--- config.mk ---
export PLATFORM = sky130hd
export DESIGN_NAME = split_mod_counter
export DESIGN_NICKNAME = d
export VERILOG_FILES = /design/src/rtl/split_mod_pkg.sv /design/src/rtl/split_mod_ctrl.sv /design/src/rtl/split_mod_path.sv /design/src/rtl/split_mod_counter.sv
export SDC_FILE = /design/constraint.sdc
export NUM_CORES = 1
export LEC_CHECK = 0
export BUFFER_PORTS_ARGS = -buffer_cell sky130_fd_sc_hd__buf_2
export CORE_AREA = 3 3 40 42
export CTS_CLUSTER_SIZE = 40
export DETAILED_ROUTE_END_ITERATION = 16
export DIE_AREA = 0 0 43 45
export MAX_ROUTING_LAYER = met4
export PLACE_DENSITY_LB_ADDON = 0.05
export SLEW_MARGIN = 40
export SYNTH_ARGS = -nofsm -noshare
export SYNTH_HDL_FRONTEND = slang
export SYNTH_HIERARCHICAL = 1
export SYNTH_SLANG_ARGS = --single-unit
--- constraint.sdc ---
create_clock -name clk -period 1.6 [get_ports clk]
set_input_delay 0.08 -clock clk [delete_from_list [all_inputs] [get_ports clk]]
set_output_delay 0.08 -clock clk [all_outputs]
set_load 0.005 [all_outputs]
--- src/rtl/split_mod_pkg.sv ---
package split_mod_pkg;
  localparam int HI_W = 3;
  localparam int Q_W  = HI_W + 1;

  typedef enum logic [1:0] {
    MODE_DIV5 = 2'b00,
    MODE_DIV6 = 2'b01,
    MODE_DIV8 = 2'b10
  } hiMode_e;

  typedef enum logic [1:0] {
    LINK_NONE  = 2'b00,
    LINK_LO2HI = 2'b01,
    LINK_HI2LO = 2'b10
  } link_e;

  typedef struct packed {
    logic advLo;
    logic advHi;
    logic clear;
    logic preset;
  } strobe_t;

  localparam logic [Q_W-1:0] PRESET_VAL = Q_W'(9);
endpackage

--- src/rtl/split_mod_ctrl.sv ---
module split_mod_ctrl
  import split_mod_pkg::*;
#(
  parameter bit HAS_PRESET = 1'b1
) (
  input  logic           clk,
  input  logic           rstN,
  input  logic [1:0]     linkSel,
  input  logic           stepLo,
  input  logic           stepHi,
  input  logic           clrA,
  input  logic           clrB,
  input  logic           setA,
  input  logic           setB,
  input  logic [Q_W-1:0] cntQ,
  output strobe_t        strb
);
  logic q0Prev;
  logic q3Prev;
  logic fallLo;
  logic fallHi;
  logic clearReq;
  logic presetReq;

  generate
    if (HAS_PRESET) begin : gPreset
      assign presetReq = setA & setB;
    end else begin : gNoPreset
      logic unusedSet;
      assign unusedSet = setA ^ setB;
      assign presetReq = 1'b0;
    end
  endgenerate

  assign clearReq = clrA & clrB;
  assign fallLo   = q0Prev & ~cntQ[0];
  assign fallHi   = q3Prev & ~cntQ[Q_W-1];

  always_comb begin
    strb.preset = presetReq;
    strb.clear  = clearReq;
    strb.advLo  = (linkSel == LINK_HI2LO) ? fallHi : stepLo;
    strb.advHi  = (linkSel == LINK_LO2HI) ? fallLo : stepHi;
  end

  // Edge history follows forced values so a clear or preset never looks like a fall.
  always_ff @(posedge clk or negedge rstN) begin
    if (!rstN) begin
      q0Prev <= 1'b0;
      q3Prev <= 1'b0;
    end else if (presetReq) begin
      q0Prev <= PRESET_VAL[0];
      q3Prev <= PRESET_VAL[Q_W-1];
    end else if (clearReq) begin
      q0Prev <= 1'b0;
      q3Prev <= 1'b0;
    end else begin
      q0Prev <= cntQ[0];
      q3Prev <= cntQ[Q_W-1];
    end
  end


  lo_fall_single_chk: assert property (@(posedge clk) disable iff (!rstN)
    fallLo |=> !fallLo);


  hi_fall_single_chk: assert property (@(posedge clk) disable iff (!rstN)
    fallHi |=> !fallHi);
endmodule

--- src/rtl/split_mod_path.sv ---
module split_mod_path
  import split_mod_pkg::*;
(
  input  logic           clk,
  input  logic           rstN,
  input  logic [1:0]     modeSel,
  input  strobe_t        strb,
  output logic [Q_W-1:0] cntQ
);
  logic            loBit;
  logic [HI_W-1:0] hiCnt;
  logic [HI_W-1:0] hiNext;
  hiMode_e         modeReg;
  hiMode_e         modeIn;

  always_comb begin
    case (modeSel)
      2'b00:   modeIn = MODE_DIV5;
      2'b01:   modeIn = MODE_DIV6;
      default: modeIn = MODE_DIV8;
    endcase
  end

  always_comb begin
    case (modeReg)
      MODE_DIV5: hiNext = (hiCnt >= HI_W'(4)) ? '0 : hiCnt + HI_W'(1);
      MODE_DIV6: begin
        case (hiCnt)
          HI_W'(0): hiNext = HI_W'(1);
          HI_W'(1): hiNext = HI_W'(2);
          HI_W'(2): hiNext = HI_W'(4);
          HI_W'(4): hiNext = HI_W'(5);
          HI_W'(5): hiNext = HI_W'(6);
          default:  hiNext = '0;
        endcase
      end
      default:   hiNext = hiCnt + HI_W'(1);
    endcase
  end

  always_ff @(posedge clk or negedge rstN) begin
    if (!rstN) begin
      loBit <= 1'b0;
      hiCnt <= '0;
    end else if (strb.preset) begin
      loBit <= PRESET_VAL[0];
      hiCnt <= PRESET_VAL[Q_W-1:1];
    end else if (strb.clear) begin
      loBit <= 1'b0;
      hiCnt <= '0;
    end else begin
      if (strb.advLo) loBit <= ~loBit;
      if (strb.advHi) hiCnt <= hiNext;
    end
  end

  always_ff @(posedge clk or negedge rstN) begin
    if (!rstN)           modeReg <= MODE_DIV8;
    else if (strb.clear) modeReg <= modeIn;
  end

  assign cntQ = {hiCnt, loBit};


  preset_nine_chk: assert property (@(posedge clk) disable iff (!rstN)
    strb.preset |=> cntQ == PRESET_VAL);


  clear_zero_chk: assert property (@(posedge clk) disable iff (!rstN)
    (strb.clear && !strb.preset) |=> cntQ == '0);


  lo_hold_chk: assert property (@(posedge clk) disable iff (!rstN)
    !(strb.advLo || strb.clear || strb.preset) |=> $stable(loBit));


  div5_range_chk: assert property (@(posedge clk) disable iff (!rstN)
    (modeReg == MODE_DIV5) |-> hiCnt <= HI_W'(4));


  div6_legal_chk: assert property (@(posedge clk) disable iff (!rstN)
    (modeReg == MODE_DIV6) |-> (hiCnt != HI_W'(3) && hiCnt != HI_W'(7)));
endmodule

--- src/rtl/split_mod_counter.sv ---
module split_mod_counter
  import split_mod_pkg::*;
#(
  parameter bit HAS_PRESET = 1'b1
) (
  input  logic           clk,
  input  logic           rstN,
  input  logic [1:0]     modeSel,
  input  logic [1:0]     linkSel,
  input  logic           stepLo,
  input  logic           stepHi,
  input  logic           clrA,
  input  logic           clrB,
  input  logic           setA,
  input  logic           setB,
  output logic [Q_W-1:0] cntQ
);
  strobe_t strb;

  split_mod_ctrl #(.HAS_PRESET(HAS_PRESET)) ctrl_i (
    .clk(clk), .rstN(rstN), .linkSel(linkSel),
    .stepLo(stepLo), .stepHi(stepHi),
    .clrA(clrA), .clrB(clrB), .setA(setA), .setB(setB),
    .cntQ(cntQ), .strb(strb)
  );

  split_mod_path path_i (
    .clk(clk), .rstN(rstN), .modeSel(modeSel), .strb(strb), .cntQ(cntQ)
  );
endmodule

* After elaboration in Yosys (flattened, before gate mapping)
Cells that the tools add are included.
Word-level totals: bits of input ports 12, output and inout bits 4, register bits 8
Operators by class: reductions and logical operators 5, bitwise logic cells 6, $add $sub $neg 1, multiplexer cells 16, equality and inequality tests 8, $lt $le $gt $ge 1
Operators by type and width (count):
- one-hot mux 3 bit (5 select lines) | 1
- 2-to-1 mux 3 bit | 4
- 2-to-1 mux 1 bit | 9
- equality test 2 x 1 -> 1 bit (second input constant) | 3
- equality test 3 bit (second input constant) | 2
- one-hot mux 3 bit (2 select lines) | 1
- nonzero test 3 bit | 2
- AND 1 bit | 4
- logical NOT 2 bit | 2
- one-hot mux 2 bit (2 select lines) | 1
- adder 3 x 1 -> 3 bit (second input constant) | 1
- equality test 3 x 1 -> 1 bit (second input constant) | 1
- equality test 3 x 2 -> 1 bit (second input constant) | 1
- >= comparator 3 bit (second input constant) | 1
- logical NOT 3 bit | 1
- equality test 2 bit (second input constant) | 1
- inverter 1 bit | 2

* Depth between registers and ports, before layout
word-level depth 6, gate-level depth with buffers 6, gate-level depth less buffers 5

* Cells and area by module
The synthesis kept the hierarchy.
Modules (own cells, without submodules):
- split_mod_path | times used 1, area each 387.9 um2, cells each 41
- split_mod_ctrl | times used 1, area each 163.9 um2, cells each 15

* Worst setup path before layout
Ideal clock, no wire load.
path type register to register, from register path_i.loBit, to register path_i.hiCnt[2], arrival 1.151 ns, cell stages (with the launch flop) 7, slack 0.311 ns, library setup time 0.138 ns, buffers on the path 1, clock period less this slack 1.289 ns, cell sequence dfrtp_1 buf_4 nor2b_1 mux2_4 nor2b_1 a311oi_1 a32oi_1
RTL lines:
- start: declaration | RTL line split_mod_path.sv:10 | logic loBit;
- start signal: assignment | RTL line split_mod_path.sv:46 | loBit <= PRESET_VAL[0];
- start signal: assignment | RTL line split_mod_path.sv:52 | if (strb.advLo) loBit <= ~loBit;
- end signal: assignment | RTL line split_mod_path.sv:47 | hiCnt <= PRESET_VAL[Q_W-1:1];
- end signal: assignment | RTL line split_mod_path.sv:53 | if (strb.advHi) hiCnt <= hiNext;
- end: declaration | RTL line split_mod_path.sv:11 | logic [HI_W-1:0] hiCnt;

==> results.py <==
metrics = {
    "outcome": {
        "status": "complete, no violations",
    },
    "clocking": {
        "path_clk_slew_ns": 0.06,
        "numCtsBuffers": 3,
        "clock-root-buffer": "clkbuf_4",
        "clock_sinks": 8,
        "cts_max_level": 1,
        "clk_latency_ns": 0.26,
        "cts_tree": "done",
        "clock_path_buffers": 2,
        "cts_resized": 0,
    },
    "routing": {
        "ant_nets": 0,
        "vias": 434,
        "wl_per_cell_um": 11.48,
        "initialDrtViolationCount": 9,
        "finalWirelength_um": 1010,
        "vias_per_cell": 4.932,
        "drc": 0,
        "dr.pass1.iters": 4,
    },
    "global_routing": {
        "grt_usage_pct": 12.02,
        "antenna_found_initial": 0,
        "grt_pass1_wl_um": 1628,
        "grt_max_degree": 11,
        "grt_pass1_vias": 371,
        "grt.overflow.total": 0,
    },
    "final_layout": {
        "drive_gt1_share_pct": 32.88,
        "area_growth_syn_to_layout_pct": 19.50,
        "nNetsFinal": 90,
        "multi_input_area_um2": 309.0,
        "antenna_cells": 0,
        "n_fill_cell": 129,
        "seq_area_um2": 201.4,
    },
    "min_path": {
        "worst_hold_path_type": "in -> reg",
    },
    "floorplanning": {
        "core_area_mm2": 0.001285,
        "die_area_mm2": 0.001935,
        "die_h_um": 45,
        "die-width_um": 43,
        "initial_utilization_pct": 42.94,
        "io_pins": 16,
        "rows": 13,
    },
    "worst_setup_path": {
        "path_max_fanout": 8,
        "crit_arrival_ns": 1.43,
        "path_class": "reg -> reg",
        "cp-end-kind": "flop",
        "required_ns": 1.73,
        "cp-start-kind": "flop",
    },
    "timing": {
        "slew_viol_final": 0,
        "grt_setup_unrepaired": "false",
        "fmax_mhz": 769.8,
        "max_slew.worst_pin.slew_ns": 0.2847,
        "finalClockSkew_ns": 0.01633,
        "setup_violations": 0,
        "post-route-period-util_pct": 81.19,
        "fin_setup_tns_ns": 0,
        "fin_crit_ns": 1.299,
        "finalWorstSetupSlack_ns": 0.3010,
        "hold_violations": 0,
        "max_slew_margin_pct": 81.02,
    },
    "yosys": {
        "yosys_warnings": 6,
        "syn_avg_cell_area_um2": 9.853,
        "seq_area_frac_synth_pct": 36.51,
        "synth_edf_count": 0,
        "ys_top_cells_by_area": "dfrtp_1 (32%), ha_1 (9.1%), o21ai_0 (5.4%)",
        "synth_cells": 56,
        "synth_area_um2": 551.8,
        "synth_most_common_cell": "dfrtp_1",
        "synth_top_area_cell": "dfrtp_1",
        "syn_nets": 72,
        "synth.distinct_cells": 23,
        "synth-seq-cells": 8,
        "synth_async_sr_flop_share_pct": 100.0,
        "synth_common_cells": "dfrtp_1 (7), o21ai_0 (6), inv_1 (5)",
        "synthFlopType": "dfrtp_1",
        "yosysTopAreaCellShare_pct": 31.75,
    },
    "power_and_ir_drop": {
        "ir_drop_uv": 644.4,
        "switching_share_pct": 31.44,
        "combPwrFrac_pct": 29.8,
        "switchingPower_uw": 205.9,
        "p_leak_uw": 0.0003358,
        "power_frac_seq_pct": 44.8,
        "p_per_area_mw_per_mm2": 993.1,
        "intPower_uw": 448.9,
        "clkPwrFrac_pct": 25.4,
    },
    "placement": {
        "pre_cts_slack_ns": 0.3176,
        "io_buffers": 15,
        "gp_congestion": 0.7420,
        "dpl.hpwl_um": 786.4,
    },
    "job": {
        "max_cap_violations": 0,
    },
}
[layout by cell type (no fill, tap or decap)]
cell type,synthesis,routed
buf_2,0,15
and2b_1,3,3
nor2b_1,3,3
xnor2_1,1,1
o21ai_1,2,2
a311oi_1,1,1
ha_1,4,4
dlygate4sd3_1,0,1
o21ai_0,6,6
nor2b_4,2,2
mux2_4,2,2
a32oi_1,1,1
clkbuf_4,0,3
dfrtp_1,7,7
nand3_1,1,1
dfstp_2,1,1
and2_1,1,1
clkbuf_1,0,1
nand2_1,3,3
a21o_1,2,2
a31oi_1,2,2
nor2_1,2,2
mux2_2,1,1
inv_1,5,5
nand3b_1,1,1
and3b_1,2,2
[path summary, 6_finish.rpt]
kind,from,to,slack [ns],depth (start not counted)
max reg2reg,ctrl_i/q0Prev,path_i/hiCnt[2],0.30,5
min,modeSel[0],path_i/modeReg[0],0.08,3
max in group asynchronous,rstN,path_i/modeReg[1],1.18,2
min reg2reg,path_i/loBit,ctrl_i/q0Prev,0.56,1
min in group asynchronous,rstN,path_i/hiCnt[1],0.17,2
max,ctrl_i/q0Prev,path_i/hiCnt[2],0.30,5
[what timing repair did]
action / CTS / global route
hold buffers: 1 / 0
endpoints found under the hold margin: 8 / 0
setup endpoints to repair: 0 / 0
buffers inserted: 0 / 0
[flip-flops by register name, indices dropped and copies added, names as in the netlist]
name and cells:
path_i/loBit 1, ctrl_i/q3Prev 1, ctrl_i/q0Prev 1, path_i/hiCnt 3
path_i/modeReg 2
[kinds of logic after synthesis]
group | synth area share (%)
AOI/OAI and AO/OA | 15.42
xor gates and xnor gates | 1.588
adders and majority gates | 9.071
buffers and inverters | 7.483
DFF | 36.51
muxes | 7.483
and+or+nand+nor | 22.45
[worst max-delay path: stages, from the launching register on]
cell and delay (ns):
dfrtp_1 0.35, nor2b_1 0.12, mux2_4 0.30, and3b_1 0.17, o21ai_1 0.12, a32oi_1 0.11
[cell type report]
| type | count | area share [%] |
|---|---|---|
| tap | 15 | 2.846 |
| multi-input combinational | 40 | 46.87 |
| inverter | 5 | 2.846 |
| clock buffer | 4 | 3.985 |
| timing repair buffer | 16 | 12.90 |
| sequential | 8 | 30.55 |
[metrics by stage]
stage	util [%]	std cells	hold slack, ns	total power [uW]	area (um^2)
detailed placement	48.49	83	-0.07616	490.6	623.1
global route	51.31	88	0.08614	708.3	659.4
global placement	48.49	83	-0.06725	495.5	623.1
CTS	51.31	88	0.07347	664.0	659.4
finish	51.31	88	0.08204	654.8	659.4
floorplan	-	56	-0.2156	429.5	551.8
[metal layers]
metal	routed length [um]	vias to the layer above	track usage, %	share of wire [%]
met4	7	0	3.614	0.69
met3	53	2	5.976	5.2
li1	-	222	-	-
met1	475	200	16.12	47
met5	0	-	-	0
met2	473	10	15.87	47
[power groups by stage]
| stage | sequential [uW] | clock (uW) | combinational, uW |
|---|---|---|---|
| 4_1_cts | 293 | 172 | 199 |
| 6_report | 293 | 166 | 195 |
| 3_3_place_gp | 298 | 0 | 198 |
| 5_1_grt | 301 | 183 | 224 |
| 3_5_place_dp | 295 | 0 | 195 |
| 2_1_floorplan | 282 | 0 | 147 |
(Power assumes the default switching activity.)
